$ cat config.mk
export PLATFORM = sky130hd
export DESIGN_NAME = burst_sio
export DESIGN_NICKNAME = d
export VERILOG_FILES = /design/src/rtl/burst_sio_pkg.sv /design/src/rtl/burst_sio_gap.sv /design/src/rtl/burst_sio_shift.sv /design/src/rtl/burst_sio_buf.sv /design/src/rtl/burst_sio.sv
export SDC_FILE = /design/constraint.sdc
export NUM_CORES = 1
export LEC_CHECK = 0
export BUFFER_PORTS_ARGS = -buffer_cell sky130_fd_sc_hd__clkbuf_2
export CAP_MARGIN = 20
export CORE_MARGIN = 2
export CORE_UTILIZATION = 57
export CTS_CLUSTER_DIAMETER = 150
export DETAILED_ROUTE_END_ITERATION = 8
export MAX_ROUTING_LAYER = met4
export PLACE_DENSITY_LB_ADDON = 0.3
export REMOVE_ABC_BUFFERS = 1
export SYNTH_ARGS = -nofsm -noshare
export SYNTH_HDL_FRONTEND = slang
export SYNTH_SLANG_ARGS = --single-unit
$ cat constraint.sdc
create_clock -name clk_i -period 6.7 [get_ports clk_i]
set_input_delay 1.34 -clock clk_i [delete_from_list [all_inputs] [get_ports clk_i]]
set_output_delay 1.34 -clock clk_i [all_outputs]
set_load 0.1 [all_outputs]
$ cat src/rtl/burst_sio_pkg.sv
package burst_sio_pkg;
  typedef enum logic [1:0] {
    ACT_OTHER = 2'b00,
    ACT_MUL   = 2'b01,
    ACT_DIV   = 2'b10,
    ACT_XWAIT = 2'b11
  } act_class_t;

  typedef enum logic [1:0] {
    ST_IDLE,
    ST_LOW,
    ST_HIGH,
    ST_GAP
  } sio_state_t;

  localparam int CYC_OTHER = 7;
  localparam int CYC_MUL   = 13;
  localparam int CYC_DIV   = 20;
  localparam int CYC_XWAIT = 9;
endpackage

$ cat src/rtl/burst_sio_gap.sv
module burst_sio_gap
  import burst_sio_pkg::*;
#(
  parameter int DIV_W = 8,
  parameter int IVL_W = 8,
  parameter int CNT_W = 11
) (
  input  logic [DIV_W-1:0] half_i,
  input  logic [1:0]       cls_i,
  input  logic             ivl_en_i,
  input  logic [IVL_W-1:0] ivl_val_i,
  output logic [CNT_W-1:0] gap_o
);
  logic [CNT_W-1:0] five_half;
  logic [CNT_W-1:0] act_cyc;
  logic [CNT_W-1:0] base_gap;
  logic [CNT_W-1:0] ivl_ext;

  assign five_half = CNT_W'({half_i, 2'b00}) + CNT_W'(half_i);
  assign ivl_ext   = CNT_W'(ivl_val_i);

  always_comb begin
    unique case (act_class_t'(cls_i))
      ACT_MUL:   act_cyc = CNT_W'(CYC_MUL);
      ACT_DIV:   act_cyc = CNT_W'(CYC_DIV);
      ACT_XWAIT: act_cyc = CNT_W'(CYC_XWAIT);
      default:   act_cyc = CNT_W'(CYC_OTHER);
    endcase
  end

  assign base_gap = (five_half > act_cyc) ? five_half : act_cyc;
  assign gap_o    = (ivl_en_i && ivl_ext > base_gap) ? ivl_ext : base_gap;
endmodule

$ cat src/rtl/burst_sio_shift.sv
module burst_sio_shift (
  input  logic       clk_i,
  input  logic       rst_ni,
  input  logic       load_i,
  input  logic [7:0] load_byte_i,
  input  logic       fall_i,
  input  logic       rise_i,
  input  logic       si_i,
  output logic       so_o,
  output logic [7:0] rx_next_o
);
  logic [7:0] sr_q;

  assign rx_next_o = {sr_q[6:0], si_i};

  always_ff @(posedge clk_i or negedge rst_ni) begin
    if (!rst_ni) begin
      sr_q <= '0;
      so_o <= 1'b1;
    end else begin
      if (load_i)      sr_q <= load_byte_i;
      else if (rise_i) sr_q <= rx_next_o;
      // first fall of a burst coincides with the load
      if (fall_i)      so_o <= load_i ? load_byte_i[7] : sr_q[7];
    end
  end
endmodule

$ cat src/rtl/burst_sio_buf.sv
module burst_sio_buf #(
  parameter int DEPTH = 8,
  parameter int IDX_W = 3
) (
  input  logic               clk_i,
  input  logic               rst_ni,
  input  logic               load_i,
  input  logic [8*DEPTH-1:0] tx_data_i,
  input  logic [IDX_W-1:0]   rd_idx_i,
  output logic [7:0]         tx_byte_o,
  input  logic               wr_i,
  input  logic [IDX_W-1:0]   wr_idx_i,
  input  logic [7:0]         wr_byte_i,
  output logic [8*DEPTH-1:0] rx_data_o
);
  logic [DEPTH-1:0][7:0] tx_q;
  logic [DEPTH-1:0][7:0] rx_q;

  for (genvar g = 0; g < DEPTH; g++) begin : g_slot
    always_ff @(posedge clk_i or negedge rst_ni) begin
      if (!rst_ni) begin
        tx_q[g] <= '0;
        rx_q[g] <= '0;
      end else begin
        if (load_i) tx_q[g] <= tx_data_i[8*g +: 8];
        if (wr_i && wr_idx_i == IDX_W'(g)) rx_q[g] <= wr_byte_i;
      end
    end
    assign rx_data_o[8*g +: 8] = rx_q[g];
  end

  assign tx_byte_o = tx_q[rd_idx_i];
endmodule

$ cat src/rtl/burst_sio.sv
module burst_sio
  import burst_sio_pkg::*;
#(
  parameter int DEPTH = 8,
  parameter int DIV_W = 8,
  parameter int IVL_W = 8,
  localparam int IDX_W = (DEPTH > 1) ? $clog2(DEPTH) : 1
) (
  input  logic               clk_i,
  input  logic               rst_ni,
  input  logic               int_clk_en_i,
  input  logic [DIV_W-1:0]   half_div_i,
  input  logic [1:0]         act_class_i,
  input  logic               ivl_en_i,
  input  logic [IVL_W-1:0]   ivl_val_i,
  input  logic [IDX_W-1:0]   len_m1_i,
  input  logic [8*DEPTH-1:0] tx_data_i,
  input  logic               start_i,
  input  logic               si_i,
  output logic               sck_o,
  output logic               so_o,
  output logic [8*DEPTH-1:0] rx_data_o,
  output logic               busy_o,
  output logic               done_o
);
  localparam int FIVE_W = DIV_W + 3;
  localparam int CNT_W  = (FIVE_W > IVL_W) ? FIVE_W : IVL_W;

  sio_state_t       state_q;
  logic [CNT_W-1:0] cnt_q;
  logic [2:0]       bit_q;
  logic [IDX_W-1:0] idx_q;
  logic [IDX_W-1:0] last_q;
  logic [DIV_W-1:0] half_q;
  logic [DIV_W-1:0] half_eff;
  logic [CNT_W-1:0] gap_cyc;
  logic [CNT_W-1:0] half_reload;
  logic [7:0]       tx_next;
  logic [7:0]       rx_next;
  logic             accept;
  logic             cnt_zero;
  logic             fall_evt;
  logic             rise_evt;
  logic             byte_end;
  logic             burst_end;

  assign half_eff    = (half_div_i == '0) ? DIV_W'(1) : half_div_i;
  assign half_reload = CNT_W'(half_q - DIV_W'(1));
  assign accept      = start_i && int_clk_en_i && (state_q == ST_IDLE);
  assign cnt_zero    = (cnt_q == '0);
  assign rise_evt    = (state_q == ST_LOW) && cnt_zero;
  assign fall_evt    = accept || (((state_q == ST_HIGH) || (state_q == ST_GAP)) && cnt_zero);
  assign byte_end    = rise_evt && (bit_q == 3'd7);
  assign burst_end   = byte_end && (idx_q == last_q);

  burst_sio_gap #(
    .DIV_W(DIV_W),
    .IVL_W(IVL_W),
    .CNT_W(CNT_W)
  ) u_gap (
    .half_i   (half_q),
    .cls_i    (act_class_i),
    .ivl_en_i (ivl_en_i),
    .ivl_val_i(ivl_val_i),
    .gap_o    (gap_cyc)
  );

  burst_sio_buf #(
    .DEPTH(DEPTH),
    .IDX_W(IDX_W)
  ) u_buf (
    .clk_i    (clk_i),
    .rst_ni   (rst_ni),
    .load_i   (accept),
    .tx_data_i(tx_data_i),
    .rd_idx_i (idx_q + IDX_W'(1)),
    .tx_byte_o(tx_next),
    .wr_i     (byte_end),
    .wr_idx_i (idx_q),
    .wr_byte_i(rx_next),
    .rx_data_o(rx_data_o)
  );

  burst_sio_shift u_shift (
    .clk_i      (clk_i),
    .rst_ni     (rst_ni),
    .load_i     (accept || (byte_end && !burst_end)),
    .load_byte_i(accept ? tx_data_i[7:0] : tx_next),
    .fall_i     (fall_evt),
    .rise_i     (rise_evt),
    .si_i       (si_i),
    .so_o       (so_o),
    .rx_next_o  (rx_next)
  );

  always_ff @(posedge clk_i or negedge rst_ni) begin
    if (!rst_ni) begin
      state_q <= ST_IDLE;
      cnt_q   <= '0;
      bit_q   <= '0;
      idx_q   <= '0;
      last_q  <= '0;
      half_q  <= DIV_W'(1);
      sck_o   <= 1'b1;
      busy_o  <= 1'b0;
      done_o  <= 1'b0;
    end else begin
      done_o <= 1'b0;
      unique case (state_q)
        ST_IDLE: if (accept) begin
          state_q <= ST_LOW;
          cnt_q   <= CNT_W'(half_eff - DIV_W'(1));
          half_q  <= half_eff;
          bit_q   <= '0;
          idx_q   <= '0;
          last_q  <= len_m1_i;
          sck_o   <= 1'b0;
          busy_o  <= 1'b1;
        end
        ST_LOW: begin
          if (cnt_zero) begin
            sck_o <= 1'b1;
            bit_q <= bit_q + 3'd1;
            if (burst_end) begin
              state_q <= ST_IDLE;
              busy_o  <= 1'b0;
              done_o  <= 1'b1;
            end else if (byte_end) begin
              // class and interval sampled here, gap starts at this rise
              state_q <= ST_GAP;
              cnt_q   <= gap_cyc - CNT_W'(1);
              idx_q   <= idx_q + IDX_W'(1);
            end else begin
              state_q <= ST_HIGH;
              cnt_q   <= half_reload;
            end
          end else begin
            cnt_q <= cnt_q - CNT_W'(1);
          end
        end
        default: begin
          if (cnt_zero) begin
            state_q <= ST_LOW;
            sck_o   <= 1'b0;
            cnt_q   <= half_reload;
          end else begin
            cnt_q <= cnt_q - CNT_W'(1);
          end
        end
      endcase
    end
  end

  p_idle_sck_high_r7: assert property (@(posedge clk_i) disable iff (!rst_ni)
    !busy_o |-> sck_o);
  p_done_single_r7: assert property (@(posedge clk_i) disable iff (!rst_ni)
    done_o |=> !done_o);
  p_busy_ends_done_r7: assert property (@(posedge clk_i) disable iff (!rst_ni)
    $fell(busy_o) |-> done_o);
  p_no_start_gated_r2: assert property (@(posedge clk_i) disable iff (!rst_ni)
    (!busy_o && !int_clk_en_i) |=> !busy_o);
  p_so_on_fall_r3: assert property (@(posedge clk_i) disable iff (!rst_ni)
    !$stable(so_o) |-> $fell(sck_o));
  p_gap_sck_held_r5: assert property (@(posedge clk_i) disable iff (!rst_ni)
    (state_q == ST_GAP) |-> sck_o);
endmodule

==> results.md <==
- Dpl ws: 0.4382 ns
- Residual DRC: 0
- FF-to-FF path depth: 22
- MaxCap Viol Count: 0
- Tmin final: 6.118 ns
- Netlist cell types: 67
- Arr. time, crit path: 6.42 ns
- Share of layout cells above drive strength 1: 0.2804
- Post-CTS Setup Bufs: 0
- First-pass GRT wire length: 36290 µm
- FP Rows: 46
- Net Sw Power: 601.4 µW
- Syn Area/Cell: 9.797 µm²
- Number of flops mapped to enable cells by yosys: 0
- Worst-path clk slew: 0.07 ns
- CTS Buf Count: 17
- Slowest Stage Delay on Critical Path: 0.57 ns
- Core ar.: 0.01571 mm²
- Clock Power Share: 0.432
- Area grow syn2layout: 17.54%
- P per Cell Area: 218.2 mW/mm²
- Post-CTS Hold Fix Bufs: 0
- Rel. slew slack: 0.3947
- Flop pwr share: 0.461
- Critical R2R Launch: half_q[0]$_DFFE_PN1P_
- FF+latch count, synth: 170
- Top FF cell, synth: dfrtp_1
- HP Class: register to register
- CP cell instances: ha_1 > inv_1 > fa_1 > xnor2_1 > ha_1 > and3_1 > a211oi_1 > a32o_1 > o2111a_1 > nand2_1 > nor2_1 > a21oi_1 > ha_1 > a21o_1 > a221o_1 > o221ai_1 > a21oi_1 > o22ai_1 > nand3_1 > or3_1 > a31oi_1 > o21ai_0
- CP Launch Point: half_q[0]$_DFFE_PN1P_
- Post_cts resized: 0
- Worst-margin pin slew: 0.9080 ns
- Startpoint types: register
- Sequential share of the synthesized area: 0.4714
- Crit end category: register
- Post-Syn Instances: 922
- DR top layer: met4
- CTS root buffer: clkbuf_16
- Yosys warnings: 0
- Post-route ant nets: 0
- I/O pins: 159
- Met2 WL: 10790 µm
- Cell count after placement: 1260
- Reg2reg setup slack: 0.58 ns
- Finished Layout Cells: 1293
- Final antenna diode count: 0
- CTS tree: built
- CP max stage cell: dfstp_2
- Clock sinks: 170
- Status: finished, final reports clean
- Cell-internal power: 1.715 mW
- Pleak: 5.584 nW
- Final period util: 0.9131
- Reg2reg end: cnt_q[5]$_DFFE_PN0P_
- Switching Fraction: 0.2596
- CP dominant cell by count: ha_1
- Slew Viols, Final: 0
- Clk_lat worst skew: 0.43 ns
- Via/cell ratio: 5.633
- Via count: 7283
- CP Max Fanout: 8
- Initial core utilization: 0.5749
- Met3 WL post-DR: 1348 µm
- Largest net degree at the start of global routing: 74
- WP depth: 22
- Setup ws final: 0.5823 ns
- CP Class: register to register
- RSZ-0062 raised after global routing: no
- Buffers and inverters on the worst path: 1
- Number of H-tree levels: 4
- DRT Pass-1 Iters: 5
- Post-synth ARST share: 1.000
- Total Wirelength: 22130 µm
- DP HPWL: 15640 µm
- Synth Cell Area: 0.009032 mm²
- Worst Skew: 0.01176 ns
- RePlAce Congestion: 0.9207
- Initial antenna violation count: 0
- Routed len/inst: 17.12 µm
- Fmax achieved: 163.5 MHz
- Port Buffers: 158
- End of the critical path: cnt_q[5]$_DFFE_PN0P_
- Setup TNS: 0 ns
- Vias in the first global route: 7168
- Final Hold Violating Endpoints: 0
- Gate power share: 0.107
- Max IR drop VDD: 0.1849 mV
- Die area: 0.01687 mm²
- WP data required: 7.00 ns
- Die span in x: 129.9 µm
- Die Y: 129.9 µm
- Initial DRC count: 480
- Total GRT Usage: 0.2856
- Worst-case clock buffer depth: 2
- CP delay by family, top: compound AO/OA/AOI/OAI gates
- Grt ovf: 0
- Met1 wire length: 9661 µm
- Nets@finish: 1187
- Setup violators final: 0
[worst min-delay path, stage by stage, from the launching register on]
cell and delay (ns):
dfrtp_1 0.34, nand2_1 0.05, nand2_1 0.05
[worst min path at each step]
stage | from | end | slack [ns] | cells past startpoint
2_1_floorplan | u_buf.tx_q[24]$_DFFE_PN0P_ | u_buf.tx_q[24]$_DFFE_PN0P_ | 0.44 | 2
3_3_place_gp | u_buf.tx_q[22]$_DFFE_PN0P_ | u_buf.tx_q[22]$_DFFE_PN0P_ | 0.45 | 2
3_5_place_dp | u_buf.tx_q[16]$_DFFE_PN0P_ | u_buf.tx_q[16]$_DFFE_PN0P_ | 0.46 | 2
4_1_cts | u_buf.tx_q[16]$_DFFE_PN0P_ | u_buf.tx_q[16]$_DFFE_PN0P_ | 0.47 | 2
5_1_grt | u_buf.tx_q[51]$_DFFE_PN0P_ | u_buf.tx_q[51]$_DFFE_PN0P_ | 0.49 | 2
6_report | u_buf.tx_q[59]$_DFFE_PN0P_ | u_buf.tx_q[59]$_DFFE_PN0P_ | 0.47 | 2
[state kept, by name, indices dropped and copies added (netlist names), 3 cells and up]
signal	flops
bit_q	3
cnt_q	11
half_q	8
idx_q	3
last_q	3
u_buf.rx_data_o	64
u_buf.tx_q	64
u_shift.sr_q	8
[cells by family after synthesis]
family / Yosys count / synth area share
multiplexers: 98 / 0.1398
adder cells (fa/ha/maj): 32 / 0.04516
flip-flops: 170 / 0.4714
buffers and inverters: 61 / 0.02549
AND/OR/NAND/NOR: 392 / 0.1833
XOR/XNOR: 27 / 0.02618
AO/OA/AOI/OAI: 142 / 0.1087
[Yosys cell counts, types with 12 or more instances]
cell / count / area [µm²]
nand3_1: 20 / 100.1
clkbuf_1: 37 / 138.9
a21oi_1: 29 / 145.1
nor2_1: 42 / 157.7
ha_1: 31 / 387.9
xor2_1: 12 / 105.1
inv_1: 17 / 63.81
mux2i_1: 17 / 170.2
mux2_2: 65 / 732.0
mux4_2: 16 / 360.4
xnor2_1: 15 / 131.4
dfrtp_1: 167 / 4179
o21ai_0: 40 / 200.2
nand2_1: 276 / 1036
[per-stage QoR]
step	area, µm²	power, mW	utilization	hold WS [ns]
floorplan	8866	1.233	-	0.4403
global placement	10010	1.331	0.6368	0.4526
detailed placement	10010	1.334	0.6368	0.4569
CTS	10610	2.331	0.6752	0.4731
global route	10620	2.413	0.6757	0.4912
finish	10620	2.316	0.6757	0.4676
[placed cells by master, fill, tap and decap left out, types with 9 or more instances in the layout]
| cell type | netlist | routed |
|---|---|---|
| ha_1 | 31 | 31 |
| nor2_1 | 42 | 41 |
| inv_1 | 17 | 17 |
| nand3_1 | 20 | 19 |
| nand2_1 | 276 | 276 |
| dfrtp_1 | 167 | 167 |
| clkbuf_16 | 0 | 17 |
| mux4_2 | 16 | 16 |
| a31oi_1 | 11 | 11 |
| xor2_1 | 12 | 12 |
| xnor2_1 | 15 | 15 |
| clkbuf_2 | 0 | 157 |
| a21oi_1 | 29 | 29 |
| nor3_1 | 11 | 11 |
| o21ai_0 | 40 | 40 |
| buf_4 | 0 | 9 |
| mux2_2 | 65 | 65 |
| mux2i_1 | 17 | 17 |
[layout make-up]
cell class	count	area [µm²]
clock buffers	19	442.9
clock inverters	13	160.2
fillers	1276	5096
inverters	17	63.81
multi-input cells	691	4557
flip-flops and latches	170	4258
well taps	216	270.3
repair buffers	167	864.6
[metal layers]
layer  vias up  GRT usage
met2       252     0.4376
met1      3508     0.3905
met3        33    0.05699
met5         -          -
li1       3490          -
met4         0    0.08286
[power by group through the flow]
| stage | clock network (mW) | logic [mW] | registers (mW) |
|---|---|---|---|
| global route | 1.07 | 0.277 | 1.07 |
| finish | 1.00 | 0.249 | 1.07 |
| floorplan | 0 | 0.136 | 1.10 |
| detailed placement | 0 | 0.247 | 1.09 |
| CTS | 1.01 | 0.249 | 1.07 |
| global placement | 0 | 0.246 | 1.09 |
Power figures use the tool's default switching activity.
